===== config.mk =====
export PLATFORM = sky130hd
export DESIGN_NAME = cfg_guard
export DESIGN_NICKNAME = d
export VERILOG_FILES = /design/src/rtl/cfg_guard_pkg.sv /design/src/rtl/cfg_guard_policy.sv /design/src/rtl/cfg_guard_prot.sv /design/src/rtl/cfg_guard_array.sv /design/src/rtl/cfg_guard.sv
export SDC_FILE = /design/constraint.sdc
export NUM_CORES = 1
export LEC_CHECK = 0
export ABC_AREA = 1
export BUFFER_PORTS_ARGS = -buffer_cell sky130_fd_sc_hd__buf_2
export CAP_MARGIN = 5
export CORE_ASPECT_RATIO = 2
export CORE_UTILIZATION = 30
export DETAILED_ROUTE_END_ITERATION = 6
export HOLD_SLACK_MARGIN = 0.08
export PLACE_DENSITY = 0.43
export SLEW_MARGIN = 20
export SYNTH_ARGS = -nofsm -noshare
export SYNTH_HDL_FRONTEND = slang
export SYNTH_SLANG_ARGS = --single-unit

===== constraint.sdc =====
create_clock -name clk -period 4.6 [get_ports clk]
set_input_delay 0.46 -clock clk [delete_from_list [all_inputs] [get_ports clk]]
set_output_delay 0.46 -clock clk [all_outputs]
set_load 0.05 [all_outputs]

===== src/rtl/cfg_guard_pkg.sv =====
package cfg_guard_pkg;

  typedef logic [2:0] op_t;

  localparam op_t OP_READ      = 3'd0;
  localparam op_t OP_PROG      = 3'd1;
  localparam op_t OP_ERASE     = 3'd2;
  localparam op_t OP_LOCK_RD   = 3'd3;
  localparam op_t OP_LOCK_WR   = 3'd4;
  localparam op_t OP_UNLOCK_WR = 3'd5;

  typedef struct packed {
    logic rd_lock;
    logic wr_lock;
  } prot_t;

  // Access policy: whether an operation is allowed in a given lock state.
  function automatic logic op_permitted(input op_t op, input prot_t p);
    logic ok;
    case (op)
      OP_READ:      ok = !p.rd_lock;
      OP_PROG:      ok = !p.rd_lock && !p.wr_lock;
      OP_ERASE:     ok = !p.wr_lock;
      OP_LOCK_RD,
      OP_LOCK_WR,
      OP_UNLOCK_WR: ok = 1'b1;
      default:      ok = 1'b0;
    endcase
    return ok;
  endfunction

  // Next lock state after a granted operation.
  function automatic prot_t prot_next(input op_t op, input prot_t p);
    prot_t n;
    n = p;
    case (op)
      OP_ERASE:     n.rd_lock = 1'b0;
      OP_LOCK_RD:   n.rd_lock = 1'b1;
      OP_LOCK_WR:   n.wr_lock = 1'b1;
      OP_UNLOCK_WR: n.wr_lock = 1'b0;
      default:      n = p;
    endcase
    return n;
  endfunction

endpackage


===== src/rtl/cfg_guard_policy.sv =====
module cfg_guard_policy
  import cfg_guard_pkg::*;
(
  input  logic  req_valid,
  input  op_t   req_op,
  input  prot_t prot,
  output logic  grant,
  output logic  do_read,
  output logic  do_prog,
  output logic  do_erase,
  output logic  do_lock
);

  logic allowed;

  always_comb begin
    allowed  = op_permitted(req_op, prot);
    grant    = req_valid && allowed;
    do_read  = grant && (req_op == OP_READ);
    do_prog  = grant && (req_op == OP_PROG);
    do_erase = grant && (req_op == OP_ERASE);
    do_lock  = grant && ((req_op == OP_LOCK_RD) || (req_op == OP_LOCK_WR) ||
                         (req_op == OP_UNLOCK_WR));
  end

endmodule


===== src/rtl/cfg_guard_prot.sv =====
module cfg_guard_prot
  import cfg_guard_pkg::*;
(
  input  logic  clk,
  input  logic  rst_n,
  input  logic  upd_en,
  input  op_t   upd_op,
  output prot_t prot_q
);

  prot_t prot_d;

  always_comb begin
    prot_d = upd_en ? prot_next(upd_op, prot_q) : prot_q;
  end

  always_ff @(posedge clk or negedge rst_n) begin
    if (!rst_n) begin
      prot_q <= '0;
    end else begin
      prot_q <= prot_d;
    end
  end

endmodule


===== src/rtl/cfg_guard_array.sv =====
module cfg_guard_array #(
  parameter int ADDR_W = 4,
  parameter int DATA_W = 16
) (
  input  logic              clk,
  input  logic              rst_n,
  input  logic              wr_en,
  input  logic              clr_all,
  input  logic [ADDR_W-1:0] addr,
  input  logic [DATA_W-1:0] wr_data,
  output logic [DATA_W-1:0] rd_data
);

  localparam int DEPTH = 1 << ADDR_W;
  localparam logic [DATA_W-1:0] BLANK = {DATA_W{1'b1}};

  logic [DATA_W-1:0] words [DEPTH];

  for (genvar i = 0; i < DEPTH; i++) begin : g_word
    logic hit;
    assign hit = wr_en && (addr == ADDR_W'(i));

    always_ff @(posedge clk or negedge rst_n) begin
      if (!rst_n) begin
        words[i] <= BLANK;
      end else if (clr_all) begin
        words[i] <= BLANK;
      end else if (hit) begin
        words[i] <= wr_data;
      end
    end
  end

  assign rd_data = words[addr];

endmodule


===== src/rtl/cfg_guard.sv =====
module cfg_guard
  import cfg_guard_pkg::*;
#(
  parameter int ADDR_W = 4,
  parameter int DATA_W = 16
) (
  input  logic              clk,
  input  logic              rst_n,
  input  logic              req_valid,
  input  logic [2:0]        req_op,
  input  logic [ADDR_W-1:0] req_addr,
  input  logic [DATA_W-1:0] req_data,
  output logic              rsp_valid,
  output logic              rsp_grant,
  output logic [DATA_W-1:0] rsp_data
);

  prot_t             prot_q;
  logic              grant;
  logic              do_read;
  logic              do_prog;
  logic              do_erase;
  logic              do_lock;
  logic              prot_upd;
  logic [DATA_W-1:0] mem_rd;

  cfg_guard_policy u_policy (
    .req_valid (req_valid),
    .req_op    (req_op),
    .prot      (prot_q),
    .grant     (grant),
    .do_read   (do_read),
    .do_prog   (do_prog),
    .do_erase  (do_erase),
    .do_lock   (do_lock)
  );

  assign prot_upd = do_lock || do_erase;

  cfg_guard_prot u_prot (
    .clk    (clk),
    .rst_n  (rst_n),
    .upd_en (prot_upd),
    .upd_op (req_op),
    .prot_q (prot_q)
  );

  cfg_guard_array #(
    .ADDR_W (ADDR_W),
    .DATA_W (DATA_W)
  ) u_array (
    .clk     (clk),
    .rst_n   (rst_n),
    .wr_en   (do_prog),
    .clr_all (do_erase),
    .addr    (req_addr),
    .wr_data (req_data),
    .rd_data (mem_rd)
  );

  always_ff @(posedge clk or negedge rst_n) begin
    if (!rst_n) begin
      rsp_valid <= 1'b0;
      rsp_grant <= 1'b0;
      rsp_data  <= '0;
    end else begin
      rsp_valid <= req_valid;
      rsp_grant <= grant;
      rsp_data  <= do_read ? mem_rd : '0;
    end
  end

endmodule


==> reports/summary.md <==
### Status
- finished clean — status

### Worst setup path
- flop — Worst setup SP type
- 2 — worst path buffer plus inverter count
- 510 ps — CP peak stage delay
- nand2_1 > nand3_1 > nand3_2 > buf_4 > nand3_4 > buf_12 > nand2_2 > nand2_1 > nand2_1 — cells traversed along the worst timing path
- u_prot.prot_q[0] — beginning of the critical path
- u_prot.prot_q[0] — Crit Reg-Reg Startpoint
- 5110 ps — data required time at the worst endpoint
- nand2_1 — most frequent CP cell
- flop to flop — Critical Setup Path Class
- simple AND/OR/NAND/NOR gates — Worst path top cell family by delay
- 150 — worst-path fanout max
- flop — endpoint kind of the worst setup timing path
- nand2_2 — Max stage delay cell, worst path
- 3370 ps — worst path arrival time

### Worst hold path
- req_op[0] — worst min-delay path startpoint
- input pin to flop — path class of the lowest-slack min-delay path

### Clocking
- 0 — post-CTS setup buffers
- built — CTS tree
- 276 — Num Clock Sinks
- clkbuf_16 — cell at the root of the clock tree
- 1 — Max H-tree Level
- 3 — largest buffer count on any clock path
- 0 — post-cts repair resize count
- 29 — number of buffers inserted during clock tree synthesis
- 580 ps — Skew-Pair Late Insertion Delay
- 60 ps — Clock Pin Slew Worst Setup and Hold Paths
- 1 — total of hold buffers inserted after clock tree synthesis

### Floorplan
- 44 — count of boundary I/O pins
- 0.0486 mm^2 — die area
- 156 um — width of the die
- 0.306 — initial core utilization
- 0.0468 mm^2 — core footprint
- 112 — number of placement rows
- 311 um — y dimension of the die

### Place
- 30.3 mm — half-perimeter wire length after detailed placement
- 0.811 — placer congestion estimate
- 43 — number of buffer cells added on primary ports
- 0.0149 mm^2 — Placed Instance Area

### Synthesis
- 1.00 — Async SR Flop Fraction
- 0.0143 mm^2 — Mapped Area
- 0 — number of synthesis warnings
- dfstp_2 47%, nand2_1 20%, nand3_1 9.4% — largest cells by area after synthesis
- 276 — flip-flop and latch count after synthesis
- 1884 — number of nets produced by synthesis
- 7.70 um^2 — average size of a mapped cell
- 27 — post-synth cell types
- 0.470 — share of Yosys cell area claimed by the top area cell type
- dfstp_2 — prevailing post-synth register cell
- dfstp_2 — cell accounting for the most synthesized area
- 0 — EDFF count, synth
- 1858 — cell count after synthesis
- 0.505 — proportion of synthesized chip area in sequential cells

### Cells and area
- 0.229 — share of cells above drive strength 1
- 0.0159 mm^2 — Design Area, Final
- 1865 — Layout Nets
- 11.2% — synth-to-layout area growth
- 5039 — FILL cells
- 0 — number of diodes added for antenna fixing

### STA
- 9.05 ps — final worst clock skew
- 0 — number of failing setup endpoints in the final timing report
- 0.622 — final critical-path share of the clock period
- 2860 ps — crit path time final
- 0.416 — worst rel slew slack
- 0 — Final Slew Violations
- 350 MHz — achievable frequency
- no — setup repair after global routing missed its margin
- 0 ps — summed negative setup slack over all endpoints
- 876 ps — Worst Max-Slew Pin Slew
- 0 — Fin. Hold Viols

### Global route
- 0.203 — GRT Overall Usage
- 75.6 mm — wire length of the first global-routing pass
- 12300 — number of global-route vias before repair
- 0 — antenna violations before repair
- 151 — largest net degree at the start of global routing
- 0 — total global routing overflow

### Job
- 0 — max-capacitance violation count

### Drt
- 47.6 mm — routed wire length
- 5 — First-pass DRT Iterations
- 0 — # DRC
- 779 — number of violations reported at the end of detailed-routing iteration 0
- 11900 — total number of vias
- 4.77 — average vias per placed instance
- 19.1 um — Avg WL per Cell
- 0 — Final ANT Viol Nets

### Power and ir drop
- 474 mW/mm^2 — Power Dens Cells
- 191 uV — peak supply drop
- 7.89 nW — P_leak

per-layer routing:
metal	up-vias	wire length, um	part of all wire	GRT usage
li1	5768	-	-	-
met1	5848	19100	0.40	0.241
met2	204	25800	0.54	0.378
met3	58	1390	0.029	0.0157
met4	0	1270	0.027	0.0677
met5	-	0	0	0
cells by family (layout without fill, tap and decap cells):
group                  after synthesis  count (layout)  synth area share
and+or+nand+nor                   1368            1368             0.415
AOI/OAI and AO/OA                   31              31            0.0136
buffers and inverters              183             186            0.0658
DFF                                276             276             0.505
worst paths after layout:
kind,endpoint,slack (ps),cells past startpoint
worst max-delay path,u_array.words[2],1740,9
worst max register to register,u_array.words[2],1740,9
max in group asynchronous,u_array.words[124],3010,3
worst min register to register,u_array.words[251],480,2
min in group asynchronous,rsp_data[3],520,2
worst min-delay path,u_prot.prot_q[0],140,2
through the flow:
stage / std cells / setup slack, ps / hold WS, ps / power (W) / utilization
CTS: 2488 / 1780 / 115 / 0.00763 / 0.340
finish: 2488 / 1740 / 138 / 0.00754 / 0.340
detailed placement: 2434 / 1480 / 475 / 0.00499 / 0.318
global placement: 2434 / 1480 / 472 / 0.00496 / 0.318
global route: 2488 / 1570 / 164 / 0.00798 / 0.340
floorplan: 1858 / 2790 / 164 / 0.00462 / -
layout make-up:
class | instances | area [um^2] | share of cell area
clock inverters | 12 | 168 | 0.0105
multi-input cells | 1399 | 6150 | 0.387
repair buffers | 70 | 480 | 0.0302
clock buffers | 41 | 861 | 0.0541
flip-flops and latches | 276 | 7230 | 0.454
well taps | 627 | 785 | 0.0493
inverters | 63 | 236 | 0.0149
cells in the final DEF (no fill, tap or decap), drive strengths merged:
cell type,count
a21boi,1
buf,69
bufinv,4
clkbuf,41
clkinv,6
dfrtp,20
dfstp,256
dlygate4sd3,1
inv,65
nand2,778
nand3,273
nand4,17
nor2,289
nor3,11
o21ai,8
o21bai,8
o22ai,14
state kept, by name, summed over array words and instances, names as in the netlist:
| register | flops |
|---|---|
| u_prot.prot_q | 2 |
| u_array.words | 256 |
| rsp_valid | 1 |
| rsp_grant | 1 |
| rsp_data | 16 |
power by group:
group / switching, W / internal, W
clock: 0.00107 / 0.00152
sequential: 0.000323 / 0.00341
combinational: 0.000745 / 0.000478
cell usage after synthesis, types with 2 or more instances:
cell type    n
buf_8        2
o22ai_1     14
nand4_2      4
dfrtp_1     20
o21ai_0      8
nand2_1    750
nor2_1     288
nand4_4     10
nand4_1      3
buf_4       19
nor3_1      10
nand2_2      2
inv_1       62
buf_2       45
o21bai_1     8
nand3_2      2
dfstp_2    256
nand2_4     26
nand3_1    270
buf_1       12
buf_6       14
clkbuf_1    28
worst register-to-register path, cell delays in order, from the launching register on:
cell and delay [ps]:
dfrtp_1 390, nand2_1 60, nand3_1 80, nand3_2 60, buf_4 370, nand3_4 520
buf_12 450, nand2_2 640, nand2_1 130, nand2_1 90
No activity file was read; power rests on OpenSTA's default activity.
